## src/rtl/mclk_ratio_det.sv

```systemverilog
module mclk_ratio_det #(
  parameter int CNT_W   = 12,
  parameter int TIMEOUT = 2048,
  parameter int TOL     = 2
) (
  input  logic       clk_mst,
  input  logic       rst_n,
  input  logic       pdn_n,
  input  logic       lrck,
  input  logic       spd_sel,
  output logic [2:0] ratio_code,
  output logic       ratio_valid,
  output logic       ratio_err,
  output logic       pd_req
);

  localparam logic [2:0] CODE_UNK = 3'd7;
  localparam int         NUM_RAT  = 7;

  typedef enum logic [1:0] {ST_PD, ST_WAIT, ST_MEAS} st_t;

  st_t              st;
  logic [2:0]       lr_sync;
  logic             mode_q;
  logic [CNT_W-1:0] cnt;
  logic [2:0]       last_code;
  logic             last_ok;
  logic             valid_q;
  logic             err_q;
  logic             hit;
  logic [2:0]       hit_code;

  function automatic int ratio_of(input int idx);
    case (idx)
      0:       return 128;
      1:       return 192;
      2:       return 256;
      3:       return 384;
      4:       return 512;
      5:       return 768;
      default: return 1152;
    endcase
  endfunction

  wire lr_rise = lr_sync[1] & ~lr_sync[2];
  wire tout    = (st == ST_MEAS) && (int'(cnt) >= TIMEOUT);

  always_ff @(posedge clk_mst or negedge rst_n)
    if (!rst_n) lr_sync <= '0;
    else        lr_sync <= {lr_sync[1:0], lrck};

  always_comb begin
    hit      = 1'b0;
    hit_code = CODE_UNK;
    for (int i = 0; i < NUM_RAT; i++) begin
      if ((mode_q ? (i <= 3) : (i >= 2)) &&
          int'(cnt) >= ratio_of(i) - TOL && int'(cnt) <= ratio_of(i) + TOL) begin
        hit      = 1'b1;
        hit_code = 3'(i);
      end
    end
  end

  always_ff @(posedge clk_mst or negedge rst_n) begin
    if (!rst_n) begin
      st        <= ST_PD;
      mode_q    <= 1'b0;
      cnt       <= '0;
      last_code <= CODE_UNK;
      last_ok   <= 1'b0;
      valid_q   <= 1'b0;
      err_q     <= 1'b0;
    end else if (!pdn_n) begin
      st        <= ST_PD;
      mode_q    <= spd_sel;
      cnt       <= '0;
      last_code <= CODE_UNK;
      last_ok   <= 1'b0;
      valid_q   <= 1'b0;
      err_q     <= 1'b0;
    end else begin
      case (st)
        ST_PD:   st <= ST_WAIT;
        ST_WAIT: if (lr_rise) begin
                   st  <= ST_MEAS;
                   cnt <= CNT_W'(1);
                 end
        default: begin
          if (lr_rise) begin
            cnt <= CNT_W'(1);
            if (hit) begin
              err_q     <= 1'b0;
              valid_q   <= last_ok && (last_code == hit_code);
              last_code <= hit_code;
              last_ok   <= 1'b1;
            end else begin
              err_q     <= 1'b1;
              valid_q   <= 1'b0;
              last_ok   <= 1'b0;
            end
          end else if (tout) begin
            st      <= ST_WAIT;
            cnt     <= '0;
            valid_q <= 1'b0;
            last_ok <= 1'b0;
          end else begin
            cnt <= cnt + 1'b1;
          end
        end
      endcase
    end
  end

  assign ratio_valid = valid_q;
  assign ratio_err   = err_q;
  assign ratio_code  = valid_q ? last_code : CODE_UNK;
  assign pd_req      = (st != ST_MEAS);

  AST_PD_HOLD: assert property (@(posedge clk_mst) disable iff (!rst_n)
    !pdn_n |=> (pd_req && !ratio_valid && !ratio_err));

  AST_MODE_STABLE: assert property (@(posedge clk_mst) disable iff (!rst_n)
    pdn_n |=> $stable(mode_q));

  AST_WAKE_ON_EDGE: assert property (@(posedge clk_mst) disable iff (!rst_n)
    $fell(pd_req) |-> $past(lr_rise));

  AST_LEGAL_SET: assert property (@(posedge clk_mst) disable iff (!rst_n)
    ratio_valid |-> (mode_q ? (ratio_code <= 3'd3) : (ratio_code >= 3'd2 && ratio_code <= 3'd6)));

  AST_VALID_ERR_EXCL: assert property (@(posedge clk_mst) disable iff (!rst_n)
    !(ratio_valid && ratio_err));

  AST_TIMEOUT_DROP: assert property (@(posedge clk_mst) disable iff (!rst_n)
    (pdn_n && st == ST_MEAS && !lr_rise && int'(cnt) >= TIMEOUT) |=> (!ratio_valid && pd_req));

endmodule

```

## config.mk

```make
export PLATFORM = sky130hd
export DESIGN_NAME = mclk_ratio_det
export DESIGN_NICKNAME = d
export VERILOG_FILES = /design/src/rtl/mclk_ratio_det.sv
export SDC_FILE = /design/constraint.sdc
export NUM_CORES = 1
export LEC_CHECK = 0
export ABC_CLOCK_PERIOD_IN_PS = 6050
export BUFFER_PORTS_ARGS = -buffer_cell sky130_fd_sc_hd__buf_2
export CAP_MARGIN = 30
export CORE_MARGIN = 10
export CORE_UTILIZATION = 45
export DETAILED_ROUTE_END_ITERATION = 7
export PLACE_DENSITY_LB_ADDON = 0.1
export SYNTH_ARGS = -nofsm -noshare
export SYNTH_HDL_FRONTEND = slang
export SYNTH_SLANG_ARGS = --single-unit
```

## constraint.sdc

```tcl
create_clock -name clk_mst -period 6.05 [get_ports clk_mst]
set_clock_uncertainty 0.15 [all_clocks]
set_input_delay 0.9075 -clock clk_mst [delete_from_list [all_inputs] [get_ports clk_mst]]
set_output_delay 0.9075 -clock clk_mst [all_outputs]
set_load 0.01 [all_outputs]
```

==> flow_summary.yaml, run 1 <==
routing:
  wirelength_um: 2950
  drt-wirelength-per-cell_um: 13.4
  drt-vias-per-instance: 5.45
  num_vias: 1193
  drc: 0
  drt-pass1-iter-count: 4
  drtIter0Drc: 51
  detail-route-antenna-nets: 0
clock_network:
  clk_pin_slew_ns: 0.13
  cts_root_buffer: "clkbuf_4"
  hold_buffers: 0
  clkLatencyLatePin_ns: 0.32
  cts_buffers: 3
  ctsLongestPathBuffers: 2
  clock_sinks: 24
  postCtsResizedCells: 0
  htree_levels: 1
  cts_tree: "yes"
  cts_setup_buffers: 0
cells_and_area:
  fillers: 338
  drive_gt1_share_pct: 19.7
  area_growth_pct: 4.18
  antenna_cells: 0
  fin_nets: 181
yosys:
  synth_cells: 167
  ys_async_sr_fraction_pct: 100
  synth_top_area_share_pct: 33.8
  synth_area_um2: 1560
  synth.avg_cell_area_um2: 9.32
  synth_warnings: 0
  ys.flop_type: "dfrtp_1"
  ys_top_cells_by_area: "dfrtp_1, dfstp_2, nand2_1, o21ai_0, nand2b_1"
  synth_edf_count: 0
  synth_area_leader_cell: "dfrtp_1"
  synth.net_count: 174
  yosysSeqAreaShare_pct: 38.8
  ys_ff_latch: 24
  synth.distinct_cells: 49
die:
  die_area_um2: 6210
  die_h_um: 78.8
  core_area_um2: 3340
  core.rowCount: 21
  die_w_um: 78.8
  io_pins: 11
  initial_core_util_pct: 46.6
timing:
  hold_violations: 0
  final.min_clock_period_ns: 2.19
  fin_crit_sh_pct: 36.2
  tightestPinTransition_ns: 0.588
  fin_tns_setup_ns: 0
  drv_slew: 0
  setup_viol: 0
  rsz0062_at_grt: "false"
  slew_headroom_pct: 60.8
  fmax_ghz: 0.457
outcome:
  status: "completed"
pwr:
  irDropWorstVdd_v: 0.000123
  total_power_w: 0.000306
  p_leak_nw: 0.660
  p_per_area_nw_per_um2: 189
global_routing:
  track_usage_pct: 10.3
  grt_pass1_wl_um: 5470
  antenna_found_initial: 0
  first_global_vias: 1235
  grt_max_degree: 25
  grt_overflow: 0
worst_setup_path:
  cp.arrival_ns: 1.13
  start_kind: "flip-flop"
  setup.worst_path.end: "pd_req"
  r2r-start: "cnt[3]$_DFFE_PN0P_"
  end_kind: "output pin"
  rr_worst_depth: 6
  crit_required_ns: 4.99
  crit_start: "st[1]$_DFFE_PN0P_"
  crit_type: "reg -> out"
  reg2reg_slack_ns: 3.92
  rr_endpoint: "ratio_valid$_DFFE_PN0P_"
  cp_max_fo: 10
worst_hold_path:
  min_path_type: "reg -> reg"
place:
  dpl.hpwl_um: 2230
  gp_congestion: 0.830
  io_buffers: 10
job:
  maxCapViolCount: 0
[where the power goes]
group | switching, W | internal [W]
clock | 0.0000495 | 0.0000670
sequential | 0.00000435 | 0.000164
combinational | 0.0000141 | 0.00000755
total | 0.0000679 | 0.000238
[worst min path at each step]
stage,startpoint,end,slack [ns],cells past startpoint
2_1_floorplan,lr_sync[0]$_DFF_PN0_,lr_sync[1]$_DFF_PN0_,0.18,0
3_3_place_gp,lr_sync[0]$_DFF_PN0_,lr_sync[1]$_DFF_PN0_,0.20,0
3_5_place_dp,lr_sync[0]$_DFF_PN0_,lr_sync[1]$_DFF_PN0_,0.19,0
4_1_cts,lr_sync[0]$_DFF_PN0_,lr_sync[1]$_DFF_PN0_,0.24,0
5_1_grt,lr_sync[0]$_DFF_PN0_,lr_sync[1]$_DFF_PN0_,0.25,0
6_report,lr_sync[0]$_DFF_PN0_,lr_sync[1]$_DFF_PN0_,0.23,0
[cell families (layout without fill, tap and decap cells)]
logic type | Yosys count | after routing | share of synthesized area, %
mux | 4 | 4 | 2.65
xor+xnor | 8 | 8 | 4.50
fa+ha+maj | 2 | 2 | 1.61
buf+inv | 14 | 20 | 7.56
compound gates | 32 | 32 | 13.4
flops | 24 | 24 | 38.8
simple gates | 83 | 83 | 31.4
[per-layer routing]
metal / vias to the layer above / track usage (%) / wire, um
met1: 571 / 14.0 / 1510
met2: 13 / 15.8 / 1310
met4: 0 / 3.41 / 21
met3: 2 / 2.36 / 104
li1: 607 / - / -
met5: - / 0 / 0
[final cells by class]
| cell class | count | area (um2) | area share [%] |
|---|---|---|---|
| Sequential cell | 24 | 604 | 37.3 |
| Multi-Input combinational cell | 129 | 835 | 51.5 |
| Clock buffer | 3 | 22.5 | 1.39 |
| Tap cell | 46 | 57.6 | 3.55 |
| Inverter | 6 | 22.5 | 1.39 |
| Timing Repair Buffer | 10 | 50.0 | 3.09 |
| Clock inverter | 1 | 30.0 | 1.85 |
[registers in the layout, indices dropped and copies added (netlist names)]
signal       flops
last_ok          1
ratio_valid      1
cnt             12
lr_sync          3
mode_q           1
ratio_err        1
last_code        3
st               2
[metrics by stage]
stage                     std cells  cell area, um2  util [%]  hold slack (ns)  setup slack [ns]
after detailed placement        215            1570      47.0            0.189              3.58
final                           219            1620      48.6            0.231              3.86
after global routing            219            1620      48.6            0.246              3.76
after global placement          215            1570      47.0            0.195              3.64
after CTS                       219            1620      48.6            0.235              3.86
after floorplan                 167            1560         -            0.181              3.79
[worst max-delay path, stage by stage, from the launching register on]
cell and delay (ns):
dfrtp_1 0.51, nand2_1 0.15, buf_2 0.16
[cells in the mapped netlist (4+ instances only)]
library cell / n
xor2_1: 4
nor2_1: 14
nand2b_1: 9
inv_1: 6
and3_1: 5
a21oi_1: 4
nand3_1: 8
nand2_1: 19
o21ai_0: 14
nor3_1: 4
xnor2_1: 4
nand4_1: 4
dfrtp_1: 21
[layout by cell type, fill, tap and decap left out, types with 4 or more instances in the layout]
| master | netlist | layout |
|---|---|---|
| nand2b_1 | 9 | 9 |
| nand4_1 | 4 | 4 |
| o21ai_0 | 14 | 14 |
| nor3_1 | 4 | 4 |
| dfrtp_1 | 21 | 21 |
| nand2_1 | 19 | 19 |
| xor2_1 | 4 | 4 |
| nor2_1 | 14 | 14 |
| xnor2_1 | 4 | 4 |
| inv_1 | 6 | 6 |
| nand3_1 | 8 | 8 |
| buf_2 | 1 | 10 |
| and3_1 | 5 | 5 |
| a21oi_1 | 4 | 4 |
No activity file was read; power rests on OpenSTA's default activity.
==> run 2, diff against run 1 <==
Settings changed: ABC_AREA set to 1, ABC_CLOCK_PERIOD_IN_PS 6050 to 2200.
Clock period 6.05 ns to 2.2 ns, I/O delays scaled along.
==> run 2 against run 1 <==
Compared with the run above: sequential power grew to 3.1 times the previous value; via count is 40% higher; highest routed layer is now met3; combinational power grew to 17 times the previous value; non-clock buffer count grew 3.
==> flow_summary.yaml, run 2 <==
clock_network:
  clk_pin_slew_ns: 0.09
  ctsLongestPathBuffers: 2
  clkLatencyLatePin_ns: 0.27
  clock_sinks: 24
  cts_buffers: 3
  cts_root_buffer: "clkbuf_8"
  cts_tree: "yes"
  htree_levels: 1
yosys:
  synth_warnings: 0
  ys.flop_type: "dfrtp_1"
  ys_top_cells_by_area: "dfrtp_1, nand2_1, nor2_1, inv_1, nand3_1"
  synth_top_area_share_pct: 30.9
  ys_ff_latch: 24
  synth_common_cells: "nand2_1, nor2_1, inv_1, dfrtp_1, nand3_1"
  synth_edf_count: 0
  synth.avg_cell_area_um2: 6.38
  yosysMostFrequentCell: "nand2_1"
  yosysSeqAreaShare_pct: 35.5
  synth.distinct_cells: 30
  ys_async_sr_fraction_pct: 100
  synth_cells: 267
  synth.net_count: 274
  synth_area_um2: 1700
  synth_area_leader_cell: "dfrtp_1"
place:
  io_buffers: 10
  gp_congestion: 0.895
  dpl-instance-area_um2: 1800
  dpl.hpwl_um: 3250
cells_and_area:
  area_growth_pct: 11.3
  drive_gt1_share_pct: 13.2
  reg_top3: "cnt x12, last_code x3, lr_sync x3"
  largest-register: "cnt"
  antenna_cells: 0
  fin_nets: 289
  fin_area_um2: 1900
  largest_register_ffs: 12
  layout_common_cells: "nand2_1, nor2_1, inv_1"
  final_common_cell: "nand2_1"
worst_setup_path:
  crit_type: "reg -> reg"
  crit_required_ns: 2.24
  reg2reg_slack_ns: 0.21
  start_kind: "flip-flop"
  end_kind: "flip-flop"
  cp.arrival_ns: 2.03
  cp_max_fo: 5
timing:
  slew_headroom_pct: 63.4
  final.min_clock_period_ns: 1.99
  tightestPinTransition_ns: 0.549
  drv_slew: 0
  rsz0062_at_grt: "false"
  fmax_ghz: 0.503
  fin_crit_sh_pct: 90.4
  hold_violations: 0
  setup_viol: 0
  fin_tns_setup_ns: 0
die:
  die_h_um: 81.5
  die_area_um2: 6640
  die_w_um: 81.5
  core.rowCount: 22
  io_pins: 11
  initial_core_util_pct: 46.5
  core_area_um2: 3660
global_routing:
  first_global_vias: 1528
  grt_max_degree: 25
  track_usage_pct: 12.9
  antenna_found_initial: 0
  grt_pass1_wl_um: 7020
  grt_overflow: 0
routing:
  drt-vias-per-instance: 5.09
  drtIter0Drc: 174
  drt-pass1-iter-count: 4
  detail-route-antenna-nets: 0
  wirelength_um: 4080
  drt-wirelength-per-cell_um: 12.4
  num_vias: 1675
  drc: 0
worst_hold_path:
  min_path_type: "in -> reg"
pwr:
  irDropWorstVdd_v: 0.000427
  p_per_area_nw_per_um2: 675
  total_power_w: 0.00128
  p_leak_nw: 0.960
outcome:
  status: "completed"
job:
  maxCapViolCount: 0
[run 2: final timing paths]
path | startpoint | endpoint | cells after the start
worst max-delay path | cnt[0]$_DFFE_PN0P_ | last_code[2]$_DFFE_PN1P_ | 11
worst min-delay path | lrck | lr_sync[0]$_DFF_PN0_ | 1
worst max register to register | cnt[0]$_DFFE_PN0P_ | last_code[2]$_DFFE_PN1P_ | 11
worst min register to register | lr_sync[0]$_DFF_PN0_ | lr_sync[1]$_DFF_PN0_ | 0
max in group asynchronous | rst_n | cnt[5]$_DFFE_PN0P_ | 2
min in group asynchronous | rst_n | cnt[2]$_DFFE_PN0P_ | 2
[run 2: stage by stage]
| step | util [%] | instances | worst slack (ns) | hold slack (ns) |
|---|---|---|---|---|
| after floorplan | - | 267 | 0.521 | -0.116 |
| after global placement | 49.3 | 324 | 0.156 | 0.202 |
| after detailed placement | 49.3 | 324 | 0.151 | 0.193 |
| after CTS | 51.5 | 329 | 0.117 | 0.000189 |
| after global routing | 51.8 | 329 | 0.0134 | 0.00102 |
| final | 51.8 | 329 | 0.210 | 0.00861 |
[run 2: layer usage]
layer | track usage (%) | wire length [um] | vias to the layer above
met5 | 0 | 0 | -
met4 | 2.25 | 0 | 0
met3 | 2.18 | 122 | 0
met2 | 19.5 | 1820 | 28
met1 | 18.8 | 2130 | 770
li1 | - | - | 877
[run 2: kinds of logic (layout without fill, tap and decap cells)]
group | Yosys count | count (layout) | synth area share [%]
and+or+nand+nor | 161 | 161 | 40.3
buffers and inverters | 40 | 54 | 9.55
AOI/OAI and AO/OA | 38 | 38 | 12.2
xor gates and xnor gates | 2 | 2 | 1.03
DFF | 24 | 24 | 35.5
adders and majority gates | 2 | 2 | 1.47
[run 2: timing repair]
action	4_1_cts	5_1_grt
setup buffers	0	0
gates resized for setup	0	5
endpoints found under the hold margin	21	0
endpoints found under the setup margin	0	4
hold buffers	1	0
[run 2: area by class of cell]
class / count / area [um2]
inverter: 37 / 139
clock inverter: 1 / 30.0
timing repair buffer: 13 / 75.1
fill: 377 / 1770
clock buffer: 3 / 41.3
sequential: 24 / 608
tap: 48 / 60.1
multi-input combinational: 203 / 942
[run 2: critical path, cell delays in order, from the launching register on]
cell	delay (ns)
dfrtp_1	0.45
nor2_1	0.25
inv_1	0.06
nor2_1	0.19
nand3b_1	0.10
nand2_1	0.08
nand2_1	0.06
nand2_1	0.10
nor2_2	0.07
nand3_1	0.09
nand2_1	0.12
a22oi_1	0.19
[run 2: power by group]
group / switching (W) / internal (W) / leakage (nW) / total (W)
logic: 0.000248 / 0.000113 / 0.622 / 0.000362
registers: 0.0000445 / 0.000482 / 0.303 / 0.000527
clock network: 0.000148 / 0.000243 / 0.0357 / 0.000392
total: 0.000441 / 0.000839 / 0.960 / 0.00128
